===== config.mk =====
export PLATFORM = sky130hd
export DESIGN_NAME = bq_decade_counter
export DESIGN_NICKNAME = d
export VERILOG_FILES = /design/src/rtl/bqc_pkg.sv /design/src/rtl/bqc_rst_sync.sv /design/src/rtl/bqc_fall_detect.sv /design/src/rtl/bqc_mod_counter.sv /design/src/rtl/bq_decade_counter.sv
export SDC_FILE = /design/constraint.sdc
export NUM_CORES = 1
export LEC_CHECK = 0
export BUFFER_PORTS_ARGS = -buffer_cell sky130_fd_sc_hd__buf_2
export CAP_MARGIN = 10
export CORE_MARGIN = 2
export CORE_UTILIZATION = 25
export CTS_CLUSTER_SIZE = 40
export DETAILED_ROUTE_END_ITERATION = 8
export SLEW_MARGIN = 10
export SYNTH_ARGS = -nofsm -noshare
export SYNTH_HDL_FRONTEND = slang
export SYNTH_SLANG_ARGS = --single-unit

===== constraint.sdc =====
create_clock -name clk -period 0.8 [get_ports clk]
set_input_delay 0.04 -clock clk [delete_from_list [all_inputs] [get_ports clk]]
set_output_delay 0.04 -clock clk [all_outputs]
set_load 0.1 [all_outputs]

===== src/rtl/bqc_pkg.sv =====
package bqc_pkg;
  typedef enum logic [1:0] {
    LINK_NONE  = 2'd0,
    LINK_DEC   = 2'd1,
    LINK_BIQ   = 2'd2,
    LINK_SPARE = 2'd3
  } link_mode_e;

  localparam int unsigned LOW_MOD  = 2;
  localparam int unsigned HIGH_MOD = 5;
  localparam int unsigned LOW_W    = (LOW_MOD  > 2) ? $clog2(LOW_MOD)  : 1;
  localparam int unsigned HIGH_W   = (HIGH_MOD > 2) ? $clog2(HIGH_MOD) : 1;
  localparam int unsigned CNT_W    = LOW_W + HIGH_W;
  localparam int unsigned NUM_IN   = 2;
endpackage


===== src/rtl/bqc_rst_sync.sv =====
module bqc_rst_sync #(
  parameter int unsigned STAGES = 2
) (
  input  logic clk,
  input  logic rst_n,
  output logic rst_sync_n
);
  logic [STAGES-1:0] sh_q;
  logic [STAGES-1:0] sh_d;

  always_comb begin
    sh_d = {sh_q[STAGES-2:0], 1'b1};
  end

  always_ff @(posedge clk or negedge rst_n) begin
    if (!rst_n) sh_q <= '0;
    else        sh_q <= sh_d;
  end

  assign rst_sync_n = sh_q[STAGES-1];
endmodule


===== src/rtl/bqc_fall_detect.sv =====
module bqc_fall_detect #(
  parameter int unsigned N = 2
) (
  input  logic         clk,
  input  logic         rst_n,
  input  logic [N-1:0] sig_in,
  output logic [N-1:0] fall
);
  for (genvar i = 0; i < N; i++) begin : g_ch
    logic smp_q, old_q;
    logic smp_d, old_d;

    always_comb begin
      smp_d = sig_in[i];
      old_d = smp_q;
    end

    always_ff @(posedge clk or negedge rst_n) begin
      if (!rst_n) begin
        smp_q <= 1'b0;
        old_q <= 1'b0;
      end else begin
        smp_q <= smp_d;
        old_q <= old_d;
      end
    end

    assign fall[i] = old_q & ~smp_q;
  end
endmodule


===== src/rtl/bqc_mod_counter.sv =====
module bqc_mod_counter #(
  parameter int unsigned MOD = 5,
  localparam int unsigned W = (MOD > 2) ? $clog2(MOD) : 1
) (
  input  logic         clk,
  input  logic         rst_n,
  input  logic         clr,
  input  logic         set_top,
  input  logic         adv,
  output logic [W-1:0] value,
  output logic         at_top
);
  localparam logic [W-1:0] LAST = W'(MOD - 1);

  logic [W-1:0] cnt_q, cnt_d;
  logic         cnt_en;

  always_comb begin
    cnt_en = clr | set_top | adv;
    cnt_d  = cnt_q;
    if (clr)                 cnt_d = '0;
    else if (set_top)        cnt_d = LAST;
    else if (cnt_q == LAST)  cnt_d = '0;
    else                     cnt_d = cnt_q + W'(1);
  end

  always_ff @(posedge clk or negedge rst_n) begin
    if (!rst_n)      cnt_q <= '0;
    else if (cnt_en) cnt_q <= cnt_d;
  end

  assign value  = cnt_q;
  assign at_top = (cnt_q == LAST);
endmodule


===== src/rtl/bq_decade_counter.sv =====
module bq_decade_counter
  import bqc_pkg::*;
#(
  parameter int unsigned SYNC_STAGES = 2
) (
  input  logic       clk,
  input  logic       rst_n,
  input  logic       cnt_a,
  input  logic       cnt_b,
  input  logic       zero_a,
  input  logic       zero_b,
  input  logic       nine_a,
  input  logic       nine_b,
  input  logic [1:0] link_mode,
  output logic [3:0] count
);
  logic              rst_sync_n;
  logic [NUM_IN-1:0] fall_v;
  logic [LOW_W-1:0]  low_q;
  logic [HIGH_W-1:0] high_q;
  logic              low_top, high_top;
  logic              force_nine, force_zero, run;
  logic              low_src, high_src, low_adv, high_adv;
  link_mode_e        lmode;

  bqc_rst_sync #(.STAGES(SYNC_STAGES)) u_rst (
    .clk(clk), .rst_n(rst_n), .rst_sync_n(rst_sync_n)
  );

  bqc_fall_detect #(.N(NUM_IN)) u_edge (
    .clk(clk), .rst_n(rst_sync_n), .sig_in({cnt_b, cnt_a}), .fall(fall_v)
  );

  always_comb begin
    lmode      = link_mode_e'(link_mode);
    force_nine = nine_a & nine_b;
    force_zero = zero_a & zero_b & ~force_nine;
    run        = ~(zero_a & zero_b) & ~force_nine;
    // Carries come from stage values, never from the other stage's enable.
    case (lmode)
      LINK_DEC: begin
        low_src  = fall_v[0];
        high_src = fall_v[0] & low_top;
      end
      LINK_BIQ: begin
        low_src  = fall_v[1] & high_top;
        high_src = fall_v[1];
      end
      default: begin
        low_src  = fall_v[0];
        high_src = fall_v[1];
      end
    endcase
    low_adv  = run & low_src;
    high_adv = run & high_src;
  end

  bqc_mod_counter #(.MOD(LOW_MOD)) u_low (
    .clk(clk), .rst_n(rst_sync_n), .clr(force_zero), .set_top(force_nine),
    .adv(low_adv), .value(low_q), .at_top(low_top)
  );

  bqc_mod_counter #(.MOD(HIGH_MOD)) u_high (
    .clk(clk), .rst_n(rst_sync_n), .clr(force_zero), .set_top(force_nine),
    .adv(high_adv), .value(high_q), .at_top(high_top)
  );

  assign count = {high_q, low_q};
endmodule


==> results.md <==
* Status: finished with violations
* Violated checks: setup timing
* Power per Cell Area at 2170 mW/mm^2
* HPWL Detailed at between 700 and 800 um
* Min-Delay Path Depth at 4
* Dpl ws at -501 ps
* RePlAce Congestion at approximately 0.67
* Unique cell type count in the Yosys netlist at 20
* Die Width at about 48 um
* Post-synth EDFFs at 0
* Register area share after synthesis at 0.526
* Crit path max fanout at 3
* Layout cell share with drive strength beyond 1 at 0.545
* Vias in the first global route at 390
* R2R depth at 6
* Fin. Hold Viols at 0
* Worst VDD drop at approximately 1300 uV
* Leak at 0.349 nW
* Post-synthesis instance area at 475 um^2
* Fin util at 0.444
* Initial core utilization at 0.270
* RSZ-0062 raised after global routing: yes
* Worst path cell trace: inv_2 > ha_4 > nand4b_1 > mux2i_1 > xnor2_1 > o21ai_1
* Crit path depth at 6
* Syn_nets at just over 50
* First-pass GRT wire length at about 1.7 mm
* Synthesized flop and latch total at 10
* # Max-Cap Violations at 0
* Synth area leaders: dfrtp_1 (53%), mux2i_1 (6.3%), a221oi_2 (6.3%)
* CTS H-Tree Depth at 1
* Fin crit share at 1.61
* GRT Total Usage at 0.113
* # IOs at 14
* Vias per std cell at about 4.2
* CP Launch Type: register
* Critical path class: register to register
* Gr ovfl total at 0
* Setup WS post-layout at -490 ps
* Clock sink count at 10
* Gate Count Post-Synth at 39
* Peak Freq at 775 MHz
* WHS at 78.5 ps
* Diodes inserted at 0
* Area Growth Syn to Fin at 64.7%
* Sequential cell area at about 260 um^2
* CP bufs+invs at 1
* Slowest-stage cell, CP: dfrtp_4
* Detailed Route WL at around 900 um
* CP arrival at between 1000 and 1500 ps
* Worst-skew pair later-pin latency at around 270 ps
* Post-route cell area at just under 800 um^2
* Die height at around 48 um
* Maximum root-to-sink buffer count at 2
* CTS tree: built
* Port Buffers at 13
* Root Buffer: clkbuf_4
* Final setup vio count at 8
* DRT Pass-1 Iters at 2
* Ys async rst share at 1.00
* Critical Path End Type: register
* Final min period at roughly 1300 ps
* Yosys top cell by area: dfrtp_1
* Fill cell count at 185
* DRC at 0
* Top FF cell, synth: dfrtp_1
* Worst Hold Class: primary input to register
* Area of the multi-input gates at about 220 um^2
* CP max stage delay at 480 ps
* Final slew viol count at 0
* Placed Area at around 690 um^2
* Yosys warnings at 0
* Fin Clk Skew at around 8.3 ps
* Die area at ~0.0023 mm^2
* Critical path required time at 960 ps
* Avg Inst Size Synth at 12.2 um^2
* Top cell type's share of synthesized area at 0.526
* Via count at 380
* FP Rows at 15
* Initial antenna violation count at 0
* Core Box Area at between 0.0015 and 0.002 mm^2
* Clock-pin slew on the worst setup and hold paths at 70 ps
* Largest net degree at the start of global routing at 9
* Most frequent cells in the layout: buf_2 (9), dfrtp_1 (7), buf_4 (5), buf_12 (4)
* CP top delay family: flip-flops
* Routed Antenna Nets at 0
* Final net count at between 70 and 80
* DR iter-0 viols at 2
* Wire length per cell at slightly below 10 um
* CTS Buf Count at 3
* Commonest non-fill, non-tap cell in the layout: buf_2
-- worst register-to-register path, cell delays in order, from the launching register on --
cell      delay, ps
dfrtp_4         480
inv_2            70
ha_4            130
nand4b_1         80
mux2i_1         190
xnor2_1         150
o21ai_1          70
-- per-stage QoR --
step                TNS, ps  std cells  power (W)
floorplan             -2060         39   0.000982
global placement      -1750         82    0.00121
detailed placement    -1830         82    0.00122
CTS                   -2960         91    0.00171
global route          -3360         91    0.00180
finish                -2860         91    0.00170
-- repair_timing --
action,4_1_cts,5_1_grt
setup buffers,2,0
hold buffers,3,0
hold endpoints to repair,4,0
pin swaps,2,1
endpoints found under the setup margin,8,8
resized for setup,2,1
gates cloned,0,0
-- registers in the layout, indices dropped and copies added, names as in the netlist --
register and count:
u_edge.g_ch.old_q 2, u_rst.sh_q 2, u_edge.g_ch.old_d 2, u_low.at_top 1
u_high.value 3
-- Yosys cell counts, types with 2 or more instances --
cell and n:
dfrtp_1 10, mux2i_1 3, nand2_1 3, a21oi_1 2, a221oi_2 2, ha_1 2, inv_1 2, nand2b_1 2
nor2_1 2
-- area by class of cell --
cell class,count,area share
clock buffers,4,0.0463
well taps,25,0.0399
inverters,2,0.00958
repair buffers,24,0.289
multi-input cells,26,0.284
flip-flops and latches,10,0.331
-- routing by layer --
metal	GRT usage	routed length, um	vias to the layer above
li1	-	-	185
met1	0.135	385	183
met2	0.173	450	12
met3	0.0792	69	0
met4	0.0162	0	0
met5	0	0	-
-- report_power, final --
part	total [W]	switching [W]	internal [W]
Combinational	0.000649	0.000365	0.000285
Sequential	0.000595	0.0000370	0.000558
Clock	0.000458	0.000182	0.000276
-- final timing paths --
check	slack, ps	to	from
hold / removal	80	u_high.value[1]	zero_b
min in group asynchronous	90	u_rst.sh_q[1]	rst_n
setup reg to reg	-490	u_low.at_top	u_high.value[1]
setup / recovery	-490	u_low.at_top	u_high.value[1]
hold reg to reg	130	u_edge.g_ch[0].old_d	u_rst.sh_q[1]
max in group asynchronous	390	u_high.value[1]	u_rst.sh_q[1]
-- cell families after synthesis --
| kind of cell | after synthesis | synth area share |
|---|---|---|
| and+or+nand+nor | 12 | 0.153 |
| DFF | 10 | 0.526 |
| AOI/OAI and AO/OA | 7 | 0.147 |
| muxes | 3 | 0.0632 |
| buffers and inverters | 3 | 0.0316 |
| adders and majority gates | 2 | 0.0526 |
| other | 1 | 0.00789 |
| xor gates and xnor gates | 1 | 0.0184 |
(Power assumes the default switching activity.)
